==> config.mk <==
export PLATFORM = sky130hd
export DESIGN_NAME = pix_rdo_writer
export DESIGN_NICKNAME = d
export VERILOG_FILES = /design/src/rtl/pix_rdo_pkg.sv /design/src/rtl/pix_rdo_addr.sv /design/src/rtl/pix_rdo_rmw.sv /design/src/rtl/pix_rdo_trig.sv /design/src/rtl/pix_rdo_writer.sv
export SDC_FILE = /design/constraint.sdc
export NUM_CORES = 1
export LEC_CHECK = 0
export ABC_CLOCK_PERIOD_IN_PS = 4400
export BUFFER_PORTS_ARGS = -buffer_cell sky130_fd_sc_hd__clkbuf_2
export CORE_ASPECT_RATIO = 2
export CORE_MARGIN = 2
export CORE_UTILIZATION = 40
export CTS_BUF_LIST = sky130_fd_sc_hd__clkbuf_4 sky130_fd_sc_hd__clkbuf_8 sky130_fd_sc_hd__clkbuf_16
export DETAILED_ROUTE_END_ITERATION = 7
export GPL_ROUTABILITY_DRIVEN = 0
export GPL_TIMING_DRIVEN = 0
export PLACE_DENSITY_LB_ADDON = 0.25
export SETUP_SLACK_MARGIN = 0.5
export SLEW_MARGIN = 20
export SYNTH_ARGS = -nofsm -noshare
export SYNTH_HDL_FRONTEND = slang
export SYNTH_HIERARCHICAL = 1
export SYNTH_SLANG_ARGS = --single-unit
==> constraint.sdc <==
create_clock -name clk -period 4.4 [get_ports clk]
set_input_delay 0 -clock clk [delete_from_list [all_inputs] [get_ports clk]]
set_output_delay 0 -clock clk [all_outputs]
set_load 0.02 [all_outputs]
==> src/rtl/pix_rdo_pkg.sv <==
package pix_rdo_pkg;
   localparam int WORD_W  = 26;
   localparam int SRAM_W  = 32;
   localparam int EOE_BIT = 25;

   typedef enum logic [1:0] {
      RM_FAKE = 2'd0,
      RM_TOT  = 2'd1,
      RM_CAL  = 2'd2,
      RM_SRC  = 2'd3
   } rdo_mode_e;

   typedef enum logic [1:0] {
      TM_FREE   = 2'd0,
      TM_SIMPLE = 2'd1,
      TM_DATA   = 2'd2,
      TM_RSVD   = 2'd3
   } trg_mode_e;
endpackage

==> src/rtl/pix_rdo_addr.sv <==
module pix_rdo_addr
   import pix_rdo_pkg::*;
#(
   parameter int COL_W  = 5,
   parameter int ROW_W  = 8,
   parameter int TOT_W  = 8,
   parameter int LOOP_W = 2,
   parameter int ADDR_W = COL_W + ROW_W + TOT_W + LOOP_W
) (
   input  logic [WORD_W-1:0] word,
   input  logic [LOOP_W-1:0] loop_idx,
   input  logic [1:0]        mode,
   output logic              counting,
   output logic [ADDR_W-1:0] addr
);
   localparam int PIX_W = COL_W + ROW_W;

   logic [PIX_W-1:0] pix;
   logic [TOT_W-1:0] tot;

   always_comb begin
      pix      = word[TOT_W +: PIX_W];
      tot      = word[TOT_W-1:0];
      counting = !word[EOE_BIT] && (mode == RM_TOT || mode == RM_CAL);
      if (mode == RM_TOT) addr = ADDR_W'({loop_idx, pix, tot});
      else                addr = ADDR_W'({loop_idx, pix});
   end
endmodule

==> src/rtl/pix_rdo_rmw.sv <==
module pix_rdo_rmw
   import pix_rdo_pkg::*;
#(
   parameter int ADDR_W   = 23,
   parameter int CNT_W    = 32,
   parameter bit SATURATE = 1'b1
) (
   input  logic              clk,
   input  logic              rst,
   input  logic              rd_req,
   input  logic [ADDR_W-1:0] rd_addr,
   input  logic [SRAM_W-1:0] rd_data,
   output logic              wr_valid,
   output logic [ADDR_W-1:0] wr_addr,
   output logic [SRAM_W-1:0] wr_data
);
   logic              s1_v, lw_v;
   logic [ADDR_W-1:0] s1_a, lw_a;
   logic [CNT_W-1:0]  lw_d, base, inc;

   always_ff @(posedge clk) begin
      if (rst) begin
         s1_v <= 1'b0;
         s1_a <= '0;
         lw_v <= 1'b0;
         lw_a <= '0;
         lw_d <= '0;
      end else begin
         s1_v <= rd_req;
         s1_a <= rd_addr;
         lw_v <= wr_valid;
         lw_a <= wr_addr;
         lw_d <= inc;
      end
   end

   // the write committed at the read edge is not seen by the SRAM read
   always_comb base = (lw_v && lw_a == s1_a) ? lw_d : rd_data[CNT_W-1:0];

   generate
      if (SATURATE) begin : g_sat
         always_comb inc = (&base) ? base : base + CNT_W'(1);

         AST_NO_WRAP: assert property (@(posedge clk) disable iff (rst)
            wr_valid |-> (wr_data[CNT_W-1:0] != '0));
      end else begin : g_wrap
         always_comb inc = base + CNT_W'(1);
      end
   endgenerate

   always_comb begin
      wr_valid = s1_v;
      wr_addr  = s1_a;
      wr_data  = SRAM_W'(inc);
   end

   AST_FWD_CHAIN: assert property (@(posedge clk) disable iff (rst)
      (wr_valid && $past(wr_valid) && wr_addr == $past(wr_addr)
       && $past(wr_data[CNT_W-1:0]) != '1)
      |-> wr_data[CNT_W-1:0] == $past(wr_data[CNT_W-1:0]) + CNT_W'(1));
endmodule

==> src/rtl/pix_rdo_trig.sv <==
module pix_rdo_trig
   import pix_rdo_pkg::*;
#(
   parameter int LEN_W = 4
) (
   input  logic             clk,
   input  logic             rst,
   input  logic             raw_valid,
   input  logic             raw_eoe,
   input  logic [LEN_W-1:0] win_len,
   input  logic [1:0]       trg_mode,
   input  logic [30:0]      ext_num,
   input  logic [5:0]       err_flags,
   input  logic             status_en,
   output logic             trig_valid,
   output logic [31:0]      trig_data
);
   logic [LEN_W-1:0] eoe_seen;
   logic [30:0]      cnt, num, payload;

   always_comb begin
      num     = (trg_mode == TM_DATA) ? ext_num : cnt;
      payload = status_en ? {err_flags, trg_mode, num[22:0]} : num;
   end

   always_ff @(posedge clk) begin
      if (rst) begin
         eoe_seen   <= '0;
         cnt        <= '0;
         trig_valid <= 1'b0;
         trig_data  <= '0;
      end else begin
         trig_valid <= 1'b0;
         if (trig_valid) cnt <= cnt + 31'd1;
         if (raw_valid && raw_eoe) begin
            if (eoe_seen >= win_len) begin
               eoe_seen   <= '0;
               trig_valid <= 1'b1;
               trig_data  <= {1'b1, payload};
            end else begin
               eoe_seen <= eoe_seen + LEN_W'(1);
            end
         end
      end
   end

   AST_GAP_AFTER_CLOSE: assert property (@(posedge clk) disable iff (rst)
      trig_valid |-> !raw_valid);

   AST_CNT_STEP: assert property (@(posedge clk) disable iff (rst)
      trig_valid |=> (cnt == $past(cnt) + 31'd1));
endmodule

==> src/rtl/pix_rdo_writer.sv <==
module pix_rdo_writer
   import pix_rdo_pkg::*;
#(
   parameter int COL_W    = 5,
   parameter int ROW_W    = 8,
   parameter int TOT_W    = 8,
   parameter int LOOP_W   = 2,
   parameter int CNT_W    = 32,
   parameter int ADDR_W   = COL_W + ROW_W + TOT_W + LOOP_W,
   parameter bit SATURATE = 1'b1
) (
   input  logic              clk,
   input  logic              rst,
   input  logic              fe_valid,
   input  logic [WORD_W-1:0] fe_word,
   input  logic [1:0]        rdo_mode,
   input  logic [1:0]        trg_mode,
   input  logic [3:0]        lv1_len,
   input  logic [LOOP_W-1:0] loop_idx,
   input  logic [30:0]       ext_trig_num,
   input  logic [5:0]        err_flags,
   input  logic              status_en,
   output logic              sram_re,
   output logic [ADDR_W-1:0] sram_raddr,
   input  logic [SRAM_W-1:0] sram_rdata,
   output logic              sram_we,
   output logic [ADDR_W-1:0] sram_waddr,
   output logic [SRAM_W-1:0] sram_wdata
);
   localparam int FIELD_W = COL_W + ROW_W + TOT_W;
   localparam int PAD_W   = SRAM_W - WORD_W;

   generate
      if (FIELD_W > WORD_W - 1) begin : g_bad_fields
         $error("pix_rdo_writer: pixel fields exceed the word");
      end
      if (CNT_W < 2 || CNT_W > SRAM_W) begin : g_bad_cnt
         $error("pix_rdo_writer: counter width out of range");
      end
      if (ADDR_W < FIELD_W + LOOP_W) begin : g_bad_addr
         $error("pix_rdo_writer: address too narrow");
      end
   endgenerate

   logic              counting;
   logic [ADDR_W-1:0] cnt_addr;
   logic              rmw_wv;
   logic [ADDR_W-1:0] rmw_wa;
   logic [SRAM_W-1:0] rmw_wd;
   logic              src_v;
   logic [WORD_W-1:0] src_word;
   logic              trig_v;
   logic [31:0]       trig_d;
   logic [ADDR_W-1:0] ptr;

   pix_rdo_addr #(
      .COL_W(COL_W), .ROW_W(ROW_W), .TOT_W(TOT_W),
      .LOOP_W(LOOP_W), .ADDR_W(ADDR_W)
   ) u_addr (
      .word(fe_word), .loop_idx(loop_idx), .mode(rdo_mode),
      .counting(counting), .addr(cnt_addr)
   );

   always_comb begin
      sram_re    = fe_valid && counting;
      sram_raddr = cnt_addr;
   end

   pix_rdo_rmw #(
      .ADDR_W(ADDR_W), .CNT_W(CNT_W), .SATURATE(SATURATE)
   ) u_rmw (
      .clk(clk), .rst(rst),
      .rd_req(sram_re), .rd_addr(sram_raddr), .rd_data(sram_rdata),
      .wr_valid(rmw_wv), .wr_addr(rmw_wa), .wr_data(rmw_wd)
   );

   always_ff @(posedge clk) begin
      if (rst) begin
         src_v    <= 1'b0;
         src_word <= '0;
         ptr      <= '0;
      end else begin
         src_v    <= fe_valid && rdo_mode == RM_SRC;
         src_word <= fe_word;
         if (src_v || trig_v) ptr <= ptr + ADDR_W'(1);
      end
   end

   pix_rdo_trig #(.LEN_W(4)) u_trig (
      .clk(clk), .rst(rst),
      .raw_valid(src_v), .raw_eoe(src_word[EOE_BIT]),
      .win_len(lv1_len), .trg_mode(trg_mode), .ext_num(ext_trig_num),
      .err_flags(err_flags), .status_en(status_en),
      .trig_valid(trig_v), .trig_data(trig_d)
   );

   always_comb begin
      sram_we = rmw_wv || src_v || trig_v;
      if (rmw_wv) begin
         sram_waddr = rmw_wa;
         sram_wdata = rmw_wd;
      end else begin
         sram_waddr = ptr;
         sram_wdata = src_v ? {{PAD_W{1'b0}}, src_word} : trig_d;
      end
   end

   AST_FAKE_SILENT: assert property (@(posedge clk) disable iff (rst)
      ($past(rdo_mode) == RM_FAKE) |-> (!sram_we || trig_v));

   AST_ONE_SOURCE: assert property (@(posedge clk) disable iff (rst)
      $onehot0({rmw_wv, src_v, trig_v}));

   AST_HDR_MARK: assert property (@(posedge clk) disable iff (rst)
      (src_v || trig_v) |-> (sram_wdata[31] == trig_v));
endmodule

== Word-level counts from Yosys, hierarchy flattened ==
Cells that the tools add are included.

* Add/sub/neg operators: 4
* Magnitude comparators: 1
* Eq/ne operators: 5
* Multiplexer cells: 10
* Bitwise logic cells: 1
* Reductions and logical operators: 13

{| class="wikitable"
|+ Operators with widths
! cell !! number
|-
| 32-bit two-way mux || 4
|-
| 31-bit two-way mux || 2
|-
| 23-bit two-way mux || 2
|-
| 32-bit by 1-bit adder with 32-bit output, second input constant || 1
|-
| 32-bit AND reduction || 1
|-
| 31-bit by 1-bit adder with 31-bit output, second input constant || 1
|-
| 23-bit by 1-bit adder with 23-bit output, second input constant || 1
|-
| 23-bit equality test || 1
|-
| 2-bit equality test, second input constant || 3
|-
| 1-bit logical AND || 5
|-
| 4-bit by 1-bit adder with 4-bit output, second input constant || 1
|-
| 4-bit greater-or-equal comparator || 1
|-
| 1-bit logical OR || 4
|-
| 4-bit two-way mux || 1
|-
| 2-bit by 1-bit equality test with 1-bit output, second input constant || 1
|-
| 2-bit AND reduction || 1
|-
| 2-bit OR reduction || 1
|-
| 1-bit logical NOT || 1
|-
| 1-bit two-way mux || 1
|-
| 1-bit inverter || 1
|}

* Register bits after elaboration: 198
* Input bits: 109
* Output and inout port bits: 80
* Logic and storage cells: 46

== Depth between registers and ports, before layout ==
Gate-level depths: netlist of the first run.

* Depth in word-level cells: 6
* Gate-level depth with buffers: 20

== Cells and area by module ==
The synthesis of the first run kept the hierarchy.

{| class="wikitable"
|+ By module, submodules not included
! module !! instances !! cells an instance !! area each (sq um) !! sequential area each (sq um)
|-
| pix_rdo_rmw || 1 || 504 || 4,405.5 || 1,601.5
|-
| pix_rdo_trig || 1 || 368 || 3,289.4 || 1,361.3
|-
| pix_rdo_writer || 1 || 314 || 2,648.8 || 1,001.0
|-
| pix_rdo_addr || 1 || 29 || 319.1 || 0.0
|}

== Worst setup path after synthesis of the first run ==
OpenSTA, ideal clock, no wires.

* Path type: flip-flop to output port
* Start point: reg u_rmw.s1_a[3], in the netlist u_rmw/wr_addr[3]
* End point: out sram_wdata[28]
* Arrival time: 3.859 ns
* Required time: 4.400 ns
* Slack: 0.541 ns
* Cell stages (with the launch flop): 19
* Path buffers: 2
* Cell sequence: dfxtp_1 xnor2_1 nand4_1 nor4_4 and2_0 buf_2 buf_2 nand2_1 nand2_1 ha_1 nand3_1 nor4_1 and2_1 nand3_1 a22oi_1 and2_1 mux2_2 nor2_1 a22o_1

* Cells in the longest elaborated chain, start to end: 6
* Elaborated cells on any way between the ends: 7

{| class="wikitable"
|+ Ends and longest elaborated chain
! item !! RTL line !! text
|-
| start, declared || pix_rdo_rmw.sv:18 || <nowiki>logic [ADDR_W-1:0] s1_a, lw_a;</nowiki>
|-
| start signal, assigned || pix_rdo_rmw.sv:30 || <nowiki>s1_a <= rd_addr;</nowiki>
|-
| 23-bit equality test (*) || pix_rdo_rmw.sv:38 || <nowiki>always_comb base = (lw_v && lw_a == s1_a) ? lw_d : rd_data[CNT_W-1:0];</nowiki>
|-
| 1-bit logical AND (*) || pix_rdo_rmw.sv:38 ||
|-
| 32-bit two-way mux (*) || pix_rdo_rmw.sv:38 ||
|-
| 32-bit by 1-bit adder with 32-bit output or 32-bit AND reduction (tied branches) || pix_rdo_rmw.sv:42 || <nowiki>always_comb inc = (&base) ? base : base + CNT_W'(1);</nowiki>
|-
| 32-bit two-way mux (*) || pix_rdo_rmw.sv:42 ||
|-
| net rmw_wd[28] || pix_rdo_writer.sv:49 || <nowiki>logic [SRAM_W-1:0] rmw_wd;</nowiki>
|-
| 32-bit two-way mux (*) || pix_rdo_writer.sv:99 || <nowiki>if (rmw_wv) begin</nowiki>
|-
| end, declared || pix_rdo_writer.sv:28 || <nowiki>output logic [SRAM_W-1:0] sram_wdata</nowiki>
|}

Mark *: on every way through the listed nets, which the timed path passes. The rest lies on a longest branch.

== Worst setup path after layout of the first run ==
* Start point: reg u_rmw.s1_a[22], in the netlist u_rmw/wr_addr[22]
* End point: out sram_wdata[29]

Same word-level chain as after synthesis.

==> metrics.yaml, run 1 <==
met2_length_mm: 20.56
antenna_found_initial: 0
arrival_ns: 4.24
start_util_pct: 40.58
hold_class: "input port to register"
final_cell_count_no_fill: 1895
path_buf_inv: 6
worstPathCellList: "xnor2_2 -> nand4_1 -> nor4_4 -> buf_4 -> buf_6 -> buf_8 -> nand2_8 -> clkbuf_16 -> clkbuf_16 -> nand2_4 -> nand2_4 -> ha_4 -> nand3_2 -> nor2_2 -> and4_4 -> o211ai_4 -> o41a_1 -> o2111a_2 -> and3_1 -> nor2_1 -> a22o_1 -> clkbuf_2"
seqPwrFrac_pct: 46.6
track_usage_pct: 27.37
dp_slack_ns: -0.9096
hold_viol: 1
p_comb_share_pct: 13.2
drc_errors: 0
die_h_um: 234.9
detail-route-antenna-nets: 0
rsz0062_at_grt: "true"
synth_edf_count: 0
period_needed_ns: 4.239
grt_pass1_wl_mm: 58.93
ir_drop_mv: 0.2582
cts.clk_slew.worst_paths_ns: 0.07
routedWlPerCell_um: 21.04
cts.sinks: 198
syn_nets: 1334
wl_mm: 39.88
crit_type: "register to output port"
path_delay_family: "simple AND/OR/NAND/NOR gates"
clock_latency_ns: 0.45
violations: "negative hold slack"
fin_ws_ns: 0.1613
yosysUniqueCellTypes: 72
final-max-slew-violation-count: 0
core_area_um2: 26280
power.switching_mw: 1.051
final.setup_skew_ns: 0.006863
grt_pass1_vias: 10770
synth_area_um2: 10660
final_common_cell: "dfxtp_1"
timing.final.crit_share_pct: 96.33
grt_max_degree: 17
overflow: 0
async_reset_ff_share_pct: 0
whs_ns: -0.001327
layout_common_cells: "dfxtp_1, clkbuf_2, nor2b_1, nand2_1, mux2i_1"
cp-start-kind: "register"
critPathMaxStageDelay_ns: 0.46
cts_tree: "done"
root_buffer: "clkbuf_16"
end_kind: "output port"
fmax_mhz: 235.9
worstMarginPinSlew_ns: 1.057
syn_inst: 1215
status: "finished with violations"
cp_max_fo: 7
critPathRequiredTime_ns: 4.40
rows: 84
highest_layer: "met4"
ios: 189
dieArea_um2: 28060
fill_cells: 2394
drt_iter0_markers: 1055
yosys_warnings: 6
place_hpwl_mm: 29.52
m1WireLength_mm: 14.28
ys_seq_elements: 198
nNetsFinal: 1659
drtPass1Iterations: 5
h-tree-depth: 4
place_inst: 1747
clockPowerShare_pct: 40.2
die_width_um: 119.5
dr_wl_met3_mm: 2.023
ys.flop_type: "dfxtp_1"
vias: 10732
slowest_stage: "dfxtp_1"
power_leakage_nw: 5.578
drive_above_1_share_pct: 30.17
avgViaCountPerCell: 5.663
slew_headroom_pct: 29.21
cts_buffer_depth: 2
numCtsBuffers: 17
synth.avg_cell_area_um2: 8.776
power.internal_mw: 3.002
seq_area_frac_synth_pct: 37.17
diodes: 0
swShare_pct: 25.93
cap_violations: 0
setup_viol: 0
area_delta_synth_final_pct: 38.21
io_buffer_count: 188
power.density_nw_per_um2: 275.0
==> per-layer routing <==
| layer | up-vias | global-route usage (%) |
|---|---|---|
| met5 | - | 0 |
| met4 | 0 | 18.11 |
| met3 | 172 | 4.029 |
| met2 | 475 | 49.58 |
| met1 | 5116 | 28.76 |
| li1 | 4969 | - |
==> logic make-up after synthesis <==
kind of cell	share of synthesized area [%]
flops	37.17
compound gates	13.46
buf+inv	4.999
fa+ha+maj	1.173
xor+xnor	6.243
mux	12.38
simple gates	24.57
==> layout make-up <==
type                       count  area [um^2]  area share (%)
tap                          344        430.4           2.921
timing repair buffer         306         2191           14.87
clock inverter                11        150.1           1.019
sequential                   198         3985           27.04
clock buffer                  19        446.7           3.031
inverter                      52        195.2           1.325
buffer                        71        409.1           2.776
multi-input combinational    894         6929           47.02
==> path summary, 6_finish.rpt <==
kind | startpoint | to | slack, ns | cells after the start
hold reg to reg | u_trig/trig_data[19] | u_trig/trig_data[19] | 0.46 | 2
setup reg to reg | u_rmw/wr_addr[22] | u_rmw/lw_d[3] | 0.19 | 28
hold / removal | sram_rdata[9] | u_rmw/lw_d[9] | -0.001 | 3
setup / recovery | u_rmw/wr_addr[22] | sram_wdata[29] | 0.16 | 22
==> worst min-delay path, delay by kind of cell <==
family / cells / cell delay (ns)
AOI/OAI and AO/OA: 1 / 0.10
xor gates and xnor gates: 1 / 0.18
buffers and inverters: 1 / 0.11
==> power by group through the flow <==
stage / registers (mW) / clock network, mW / logic [mW]
global route: 1.89 / 1.71 / 0.569
global placement: 1.92 / 0 / 0.421
finish: 1.89 / 1.63 / 0.534
CTS: 1.88 / 1.66 / 0.507
floorplan: 1.91 / 0 / 0.254
detailed placement: 1.92 / 0 / 0.426
==> sequential cells by signal, summed over array words and instances (netlist names), 4 cells and up <==
signal	flops
u_rmw/lw_d	32
u_trig/trig_data	32
u_trig/cnt	31
src_word	26
ptr	23
u_rmw/lw_a	23
u_rmw/wr_addr	23
u_trig/eoe_seen	4
==> cells in the mapped netlist, drive strengths merged (7+ instances only) <==
| cell | number | area share [%] |
|---|---|---|
| ha | 10 | 1.2 |
| nand4 | 38 | 2.3 |
| o211ai | 8 | 0.69 |
| and4 | 7 | 0.59 |
| or3 | 15 | 0.89 |
| buf | 20 | 1.3 |
| a21oi | 53 | 2.5 |
| or4 | 18 | 1.3 |
| nand3 | 49 | 2.3 |
| mux2i | 79 | 7.4 |
| and2 | 18 | 1.1 |
| mux2 | 43 | 5.0 |
| and3 | 33 | 2.0 |
| dfxtp | 198 | 37 |
| clkbuf | 50 | 1.8 |
| nor2 | 60 | 2.1 |
| o32ai | 33 | 2.7 |
| nand2 | 99 | 3.5 |
| o31ai | 14 | 0.99 |
| o21ai | 58 | 2.8 |
| nor3 | 19 | 1.1 |
| nor2b | 99 | 5.8 |
| inv | 52 | 1.8 |
| xnor2 | 42 | 3.4 |
| nor4 | 8 | 0.67 |
| xor2 | 34 | 2.8 |
==> through the flow <==
stage	total power [mW]	area [um^2]	util, %	setup TNS, ns	hold slack (ns)
after floorplan	2.160	10660	-	0	0.1282
after global placement	2.341	12030	45.80	-19.26	0.2278
after detailed placement	2.347	12030	45.80	-21.97	0.2384
after CTS	4.048	14160	53.88	0	0.0008233
after global routing	4.176	14740	56.09	0	0.01976
final	4.052	14740	56.09	0	-0.001327
==> repair_timing <==
| item | 4_1_cts | 5_1_grt |
|---|---|---|
| pin swaps | 47 | 36 |
| hold buffers | 65 | 0 |
| endpoints found under the setup margin | 64 | 37 |
| gates resized for setup | 150 | 101 |
| setup buffers | 35 | 18 |
| endpoints found under the hold margin | 74 | 0 |
No activity file was read; power rests on OpenSTA's default activity.
==> inputs of run 2 (changes only) <==
--- a/config.mk
+++ b/config.mk
@@ -5,11 +5,14 @@
 export SDC_FILE = /design/constraint.sdc
 export NUM_CORES = 1
 export LEC_CHECK = 0
+export ABC_AREA = 1
 export ABC_CLOCK_PERIOD_IN_PS = 4400
 export BUFFER_PORTS_ARGS = -buffer_cell sky130_fd_sc_hd__clkbuf_2
+export CELL_PAD_IN_SITES_DETAIL_PLACEMENT = 1
+export CELL_PAD_IN_SITES_GLOBAL_PLACEMENT = 1
 export CORE_ASPECT_RATIO = 2
 export CORE_MARGIN = 2
-export CORE_UTILIZATION = 40
+export CORE_UTILIZATION = 38
 export CTS_BUF_LIST = sky130_fd_sc_hd__clkbuf_4 sky130_fd_sc_hd__clkbuf_8 sky130_fd_sc_hd__clkbuf_16
 export DETAILED_ROUTE_END_ITERATION = 7
 export GPL_ROUTABILITY_DRIVEN = 0
==> run 2 against run 1 <==
Effect of this change: sequential share of layout area rose by 0.41 points; highest routed layer unchanged; core utilization fell by 6.9 points; sequential power barely moved; the run now ends clean; critical path type unchanged; combinational power rose by 14%; routed wire length rose by 20%; register-to-register slack improved by 1.2 ns; largest cell class unchanged; clock-buffer cell count rose by 2; via count rose by 20%; final cell count rose by 33%; clock power rose by 11%; global-route usage rose by 2.8 points.
==> metrics.yaml, run 2 <==
swShare_pct: 26.96
track_usage_pct: 30.19
status: "complete, no violations"
power.internal_mw: 3.136
drive_above_1_share_pct: 18.85
slew_headroom_pct: 54.46
yosys-top-cells-area: "dfxtp_1, nand2_1, nor2_1"
drtPass1Iterations: 5
die_h_um: 249.0
rows: 89
grt_max_degree: 17
critPathRequiredTime_ns: 4.40
post-synth-top-area-cell: "dfxtp_1"
cts_buffer_depth: 2
h-tree-depth: 4
die_width_um: 126.5
place_area_um2: 12800
clockPowerShare_pct: 42.2
dieArea_um2: 31490
syn_inst: 1842
area_delta_synth_final_pct: 27.21
fmax_mhz: 267.7
vias: 12892
ys_seq_elements: 198
io_buffer_count: 188
drt_iter0_markers: 432
routedWlPerCell_um: 19.00
detail-route-antenna-nets: 0
antenna_found_initial: 1
period_needed_ns: 3.736
hold_viol: 0
power.density_nw_per_um2: 296.0
worstMarginPinSlew_ns: 0.6831
p_comb_share_pct: 14.2
async_reset_ff_share_pct: 0
end_kind: "output port"
cts_tree: "done"
final-max-slew-violation-count: 0
ir_drop_mv: 0.3000
power_leakage_nw: 7.234
cp-start-kind: "register"
numCtsBuffers: 17
grt_pass1_wl_mm: 73.31
biggestRegsByFlops: "u_rmw/lw_d (32), u_trig/trig_data (32), u_trig/cnt (31)"
synth_edf_count: 0
timing.final.crit_share_pct: 84.91
seq_area_frac_synth_pct: 34.76
core_area_um2: 29510
seqPwrFrac_pct: 43.7
design_area_um2: 14510
clock_latency_ns: 0.46
crit_type: "register to output port"
cp_max_fo: 10
rsz0062_at_grt: "false"
final.setup_skew_ns: 0.009506
hold_class: "input port to register"
synth_area_um2: 11400
synth_most_common_cell: "nand2_1"
place_hpwl_mm: 38.40
drc_errors: 0
synth_commonest_cells: "nand2_1, nor2_1, inv_1"
ios: 189
synth.avg_cell_area_um2: 6.191
synth_top_area_share_pct: 34.76
r2r_slack_ns: 1.38
setup_viol: 0
root_buffer: "clkbuf_16"
setup_tns_ns: 0
final_core_util_pct: 49.16
ys.flop_type: "dfxtp_1"
cts.clk_slew.worst_paths_ns: 0.07
wl_mm: 47.74
syn_nets: 1961
whs_ns: 0.02350
final_common_cell: "nand2_1"
cap_violations: 0
cts.sinks: 198
yosysUniqueCellTypes: 33
nNetsFinal: 2254
yosys_warnings: 6
power.switching_mw: 1.158
layout_common_cells: "nand2_1, nor2_1, inv_1, dfxtp_1, clkbuf_2"
overflow: 0
avgViaCountPerCell: 5.130
arrival_ns: 3.74
start_util_pct: 38.64
grt_pass1_vias: 14164
## run 2: cell types whose count changed in the layout (fill, tap and decap cells not counted), moves of 71 or more
cell and delta:
nand2_1 +524, nor2_1 +213, inv_1 +185, nor2b_1 -99
mux2i_1 -76, nand3_1 +71
## run 2: stage by stage
step / instances / total power [mW] / worst slack (ns)
floorplan: 1842 / 2.214 / 1.473
global route: 2512 / 4.438 / 0.4768
finish: 2513 / 4.294 / 0.6641
global placement: 2394 / 2.427 / 0.3207
detailed placement: 2394 / 2.442 / 0.2189
CTS: 2507 / 4.305 / 0.5069
## run 2: logic make-up (layout without fill, tap and decap cells)
group	count (synthesis)	after routing	share of synthesized area [%]
buffers and inverters	321	627	11.71
multiplexers	24	24	2.359
other	0	1	0
flip-flops	198	198	34.76
AO/OA/AOI/OAI	147	147	6.594
XOR/XNOR	11	11	0.8449
adder cells (fa/ha/maj)	10	10	1.097
AND/OR/NAND/NOR	1131	1131	42.64
## run 2: path summary, 6_finish.rpt
kind                                       end  cells after the start             start
worst max-delay path            sram_wdata[12]                     23  u_rmw/wr_addr[2]
worst min register to register      u_rmw/lw_v                      2    u_rmw/wr_valid
worst max register to register  u_rmw/lw_d[18]                     22  u_rmw/wr_addr[2]
worst min-delay path             u_rmw/lw_d[1]                      5     sram_rdata[1]
## run 2: repair_timing
| item | 4_1_cts | 5_1_grt |
|---|---|---|
| hold buffers | 76 | 0 |
| setup buffers | 5 | 5 |
| endpoints found under the hold margin | 84 | 0 |
| setup endpoints to repair | 32 | 30 |
| gates resized for setup | 23 | 48 |
| pin swaps | 2 | 6 |
## run 2: power groups by stage
stage	combinational, mW	sequential [mW]	clock (mW)
6_report	0.608	1.88	1.81
3_5_place_dp	0.525	1.92	0
3_3_place_gp	0.513	1.91	0
2_1_floorplan	0.316	1.90	0
4_1_cts	0.592	1.87	1.84
5_1_grt	0.661	1.88	1.90
## run 2: per-layer routing
layer,GRT usage (%),part of all wire (%)
met1,25.23,32
met2,59.39,56
met3,5.455,3.2
met4,24.02,9.1
met5,0,0
## run 2: area by class of cell
| cell class | count | area [um^2] |
|---|---|---|
| fill | 4020 | 15000 |
| sequential | 198 | 3983 |
| buffer | 68 | 410.4 |
| multi-input combinational | 1323 | 6235 |
| inverter | 253 | 954.7 |
| timing repair buffer | 274 | 1792 |
| antenna | 1 | 2.502 |
| clock buffer | 21 | 480.5 |
| clock inverter | 11 | 193.9 |
| tap | 364 | 455.4 |
## run 2: critical path, cell delays in order, from the launching register on
cell and delay, ns:
dfxtp_4 0.41, inv_1 0.09, nand2_1 0.10, nand2_1 0.09, nor2_1 0.09, nand2_1 0.09
nor2_4 0.14, nand3_4 0.14, buf_8 0.18, nand2_1 0.06, inv_1 0.05, nor2_4 0.17
inv_2 0.09, ha_4 0.19, inv_1 0.14, nor2_4 0.07, nand2_2 0.11, nor2_4 0.07
nand2_4 0.13, buf_4 0.22, nand3_1 0.14, nor2_2 0.23, a21oi_1 0.07, buf_4 0.17
==> inputs of run 3 (changes only) <==
--- a/config.mk
+++ b/config.mk
@@ -6,7 +6,7 @@
 export NUM_CORES = 1
 export LEC_CHECK = 0
 export ABC_AREA = 1
-export ABC_CLOCK_PERIOD_IN_PS = 4400
+export ABC_CLOCK_PERIOD_IN_PS = 3450
 export BUFFER_PORTS_ARGS = -buffer_cell sky130_fd_sc_hd__clkbuf_2
 export CELL_PAD_IN_SITES_DETAIL_PLACEMENT = 1
 export CELL_PAD_IN_SITES_GLOBAL_PLACEMENT = 1
==> constraint.sdc (replaced) <==
create_clock -name clk -period 3.45 [get_ports clk]
set_input_delay 0 -clock clk [delete_from_list [all_inputs] [get_ports clk]]
set_output_delay 0 -clock clk [all_outputs]
set_load 0.02 [all_outputs]
==> run 3 against run 2 <==
Effect of this change: the run now ends with negative setup slack left; worst hold slack better by 0.0040 ns; global-route usage up 1.8 points; first-iteration DRC count up 55%; register-to-register slack got worse by 1.2 ns; setup slack worse by 0.92 ns; clock skew grew 0.0055 ns; critical endpoint is now sram_wdata[11]; largest cell class unchanged; largest power group unchanged.
==> metrics.yaml, run 3 (synthesis gave the netlist of run 2 again) <==
status: "finished with violations"
violations: "negative setup slack"
r2r_cells: 24
rr_startpoint: "u_rmw/wr_addr[2]"
period_needed_ns: 3.709
power.density_nw_per_um2: 355.6
hold_depth: 6
setup_viol: 30
wl_mm: 55.03
fin_ws_ns: -0.2586
final_common_cell: "nand2_1"
final.setup_skew_ns: 0.01497
drc_errors: 0
r2r-end: "u_rmw/lw_d[20]"
drive_above_1_share_pct: 28.01
setup_tns_ns: -2.667
cap_violations: 0
io_buffer_count: 188
die_h_um: 249.0
track_usage_pct: 32.01
crit_type: "register to output port"
slew_headroom_pct: 48.59
drtPass1Iterations: 5
critPathRequiredTime_ns: 3.45
arrival_ns: 3.71
h-tree-depth: 4
timing.final.crit_share_pct: 107.5
dieArea_um2: 31490
detail-route-antenna-nets: 0
numCtsBuffers: 17
r2r_slack_ns: 0.23
ios: 189
layout_common_cells: "nand2_1, nor2_1, inv_1, dfxtp_1, clkbuf_2"
overflow: 0
core_area_um2: 29510
final_core_util_pct: 53.81
grt_pass1_vias: 14832
cts_buffer_depth: 2
place_hpwl_mm: 38.40
power_leakage_nw: 7.661
grt_pass1_wl_mm: 77.77
nNetsFinal: 2302
area_delta_synth_final_pct: 39.24
die_width_um: 126.5
routedWlPerCell_um: 21.48
end_kind: "output port"
hold_viol: 0
fmax_mhz: 269.6
cts.clk_slew.worst_paths_ns: 0.07
cp-start-kind: "register"
rows: 89
rsz0062_at_grt: "true"
avgViaCountPerCell: 5.361
worstMarginPinSlew_ns: 0.7712
cts_tree: "done"
final-max-slew-violation-count: 0
root_buffer: "clkbuf_16"
worstHoldEndpoint: "u_rmw/lw_d[13]"
drt_iter0_markers: 669
grt_max_degree: 17
antenna_found_initial: 1
vias: 13735
hold_class: "input port to register"
fill_cells: 3854
cp_max_fo: 7
biggestRegsByFlops: "u_rmw/lw_d (32), u_trig/trig_data (32), u_trig/cnt (31)"
clock_latency_ns: 0.47
ir_drop_mv: 0.3868
start_util_pct: 38.64
holdCritStartpoint: "sram_rdata[13]"
cts.sinks: 198
## run 3: what timing repair did
action,CTS,global route
endpoints found under the hold margin,83,0
hold buffers,75,0
gates cloned,2,0
pin swaps,41,37
endpoints found under the setup margin,64,54
gates resized for setup,224,147
setup buffers,39,18
## run 3: worst max-delay path by stage
stage / depth (start not counted) / start / endpoint
6_report: 18 / u_rmw/wr_addr[2] / sram_wdata[11]
5_1_grt: 18 / u_rmw/wr_addr[2] / sram_wdata[11]
4_1_cts: 21 / u_rmw/wr_addr[4] / sram_wdata[12]
3_5_place_dp: 22 / u_rmw/wr_addr[4] / sram_wdata[9]
3_3_place_gp: 22 / u_rmw/wr_addr[4] / sram_wdata[9]
2_1_floorplan: 23 / u_rmw/wr_addr[3] / sram_wdata[0]
## run 3: critical path, stage by stage (launching register included)
cell     delay (ns)
dfxtp_4        0.43
inv_4          0.05
nand2_2        0.06
nand2_2        0.07
nor2_2         0.13
nand2_2        0.08
nor2_4         0.19
buf_8          0.15
buf_6          0.13
nand4_1        0.11
nand2_1        0.17
nand2_1        0.16
nor2_2         0.23
nand2_1        0.18
o21ai_0        0.40
nand3_2        0.30
nor2_1         0.18
a21oi_1        0.06
buf_4          0.17
## run 3: cell type report
| class | instances | area, um^2 | area share [%] |
|---|---|---|---|
| Inverter | 253 | 962.2 | 6.060 |
| Tap cell | 364 | 455.4 | 2.868 |
| Clock buffer | 21 | 480.5 | 3.026 |
| Buffer | 68 | 460.4 | 2.900 |
| Timing Repair Buffer | 322 | 2440 | 15.37 |
| Sequential cell | 198 | 4028 | 25.37 |
| Multi-Input combinational cell | 1323 | 6853 | 43.16 |
| Antenna cell | 2 | 5.005 | 0.03152 |
| Clock inverter | 11 | 193.9 | 1.221 |
## run 3: metal layers
metal  wire length, um  GRT usage [%]
met5                 0              0
met4              6224          28.98
met3              2906          5.627
met2             28980          60.63
met1             16920          27.40
## run 3: metrics by stage
| step | cell area, um^2 | std cells | setup WS, ns | power [mW] | hold WS, ns |
|---|---|---|---|---|---|
| after detailed placement | 12800 | 2394 | -0.7311 | 3.114 | 0.2169 |
| after global routing | 15880 | 2561 | -0.4186 | 5.817 | 0.05609 |
| after CTS | 15330 | 2542 | 0.1077 | 5.574 | 0.01519 |
| final | 15880 | 2562 | -0.2586 | 5.646 | 0.02753 |
| after global placement | 12800 | 2394 | -0.6293 | 3.095 | 0.2194 |
| after floorplan | 11400 | 1842 | 0.5230 | 2.823 | 0.1070 |
## run 3: where the power goes
group | internal [mW] | switching, mW
sequential | 2.35 | 0.0491
combinational | 0.360 | 0.570
clock | 1.37 | 0.953
total | 4.07 | 1.57
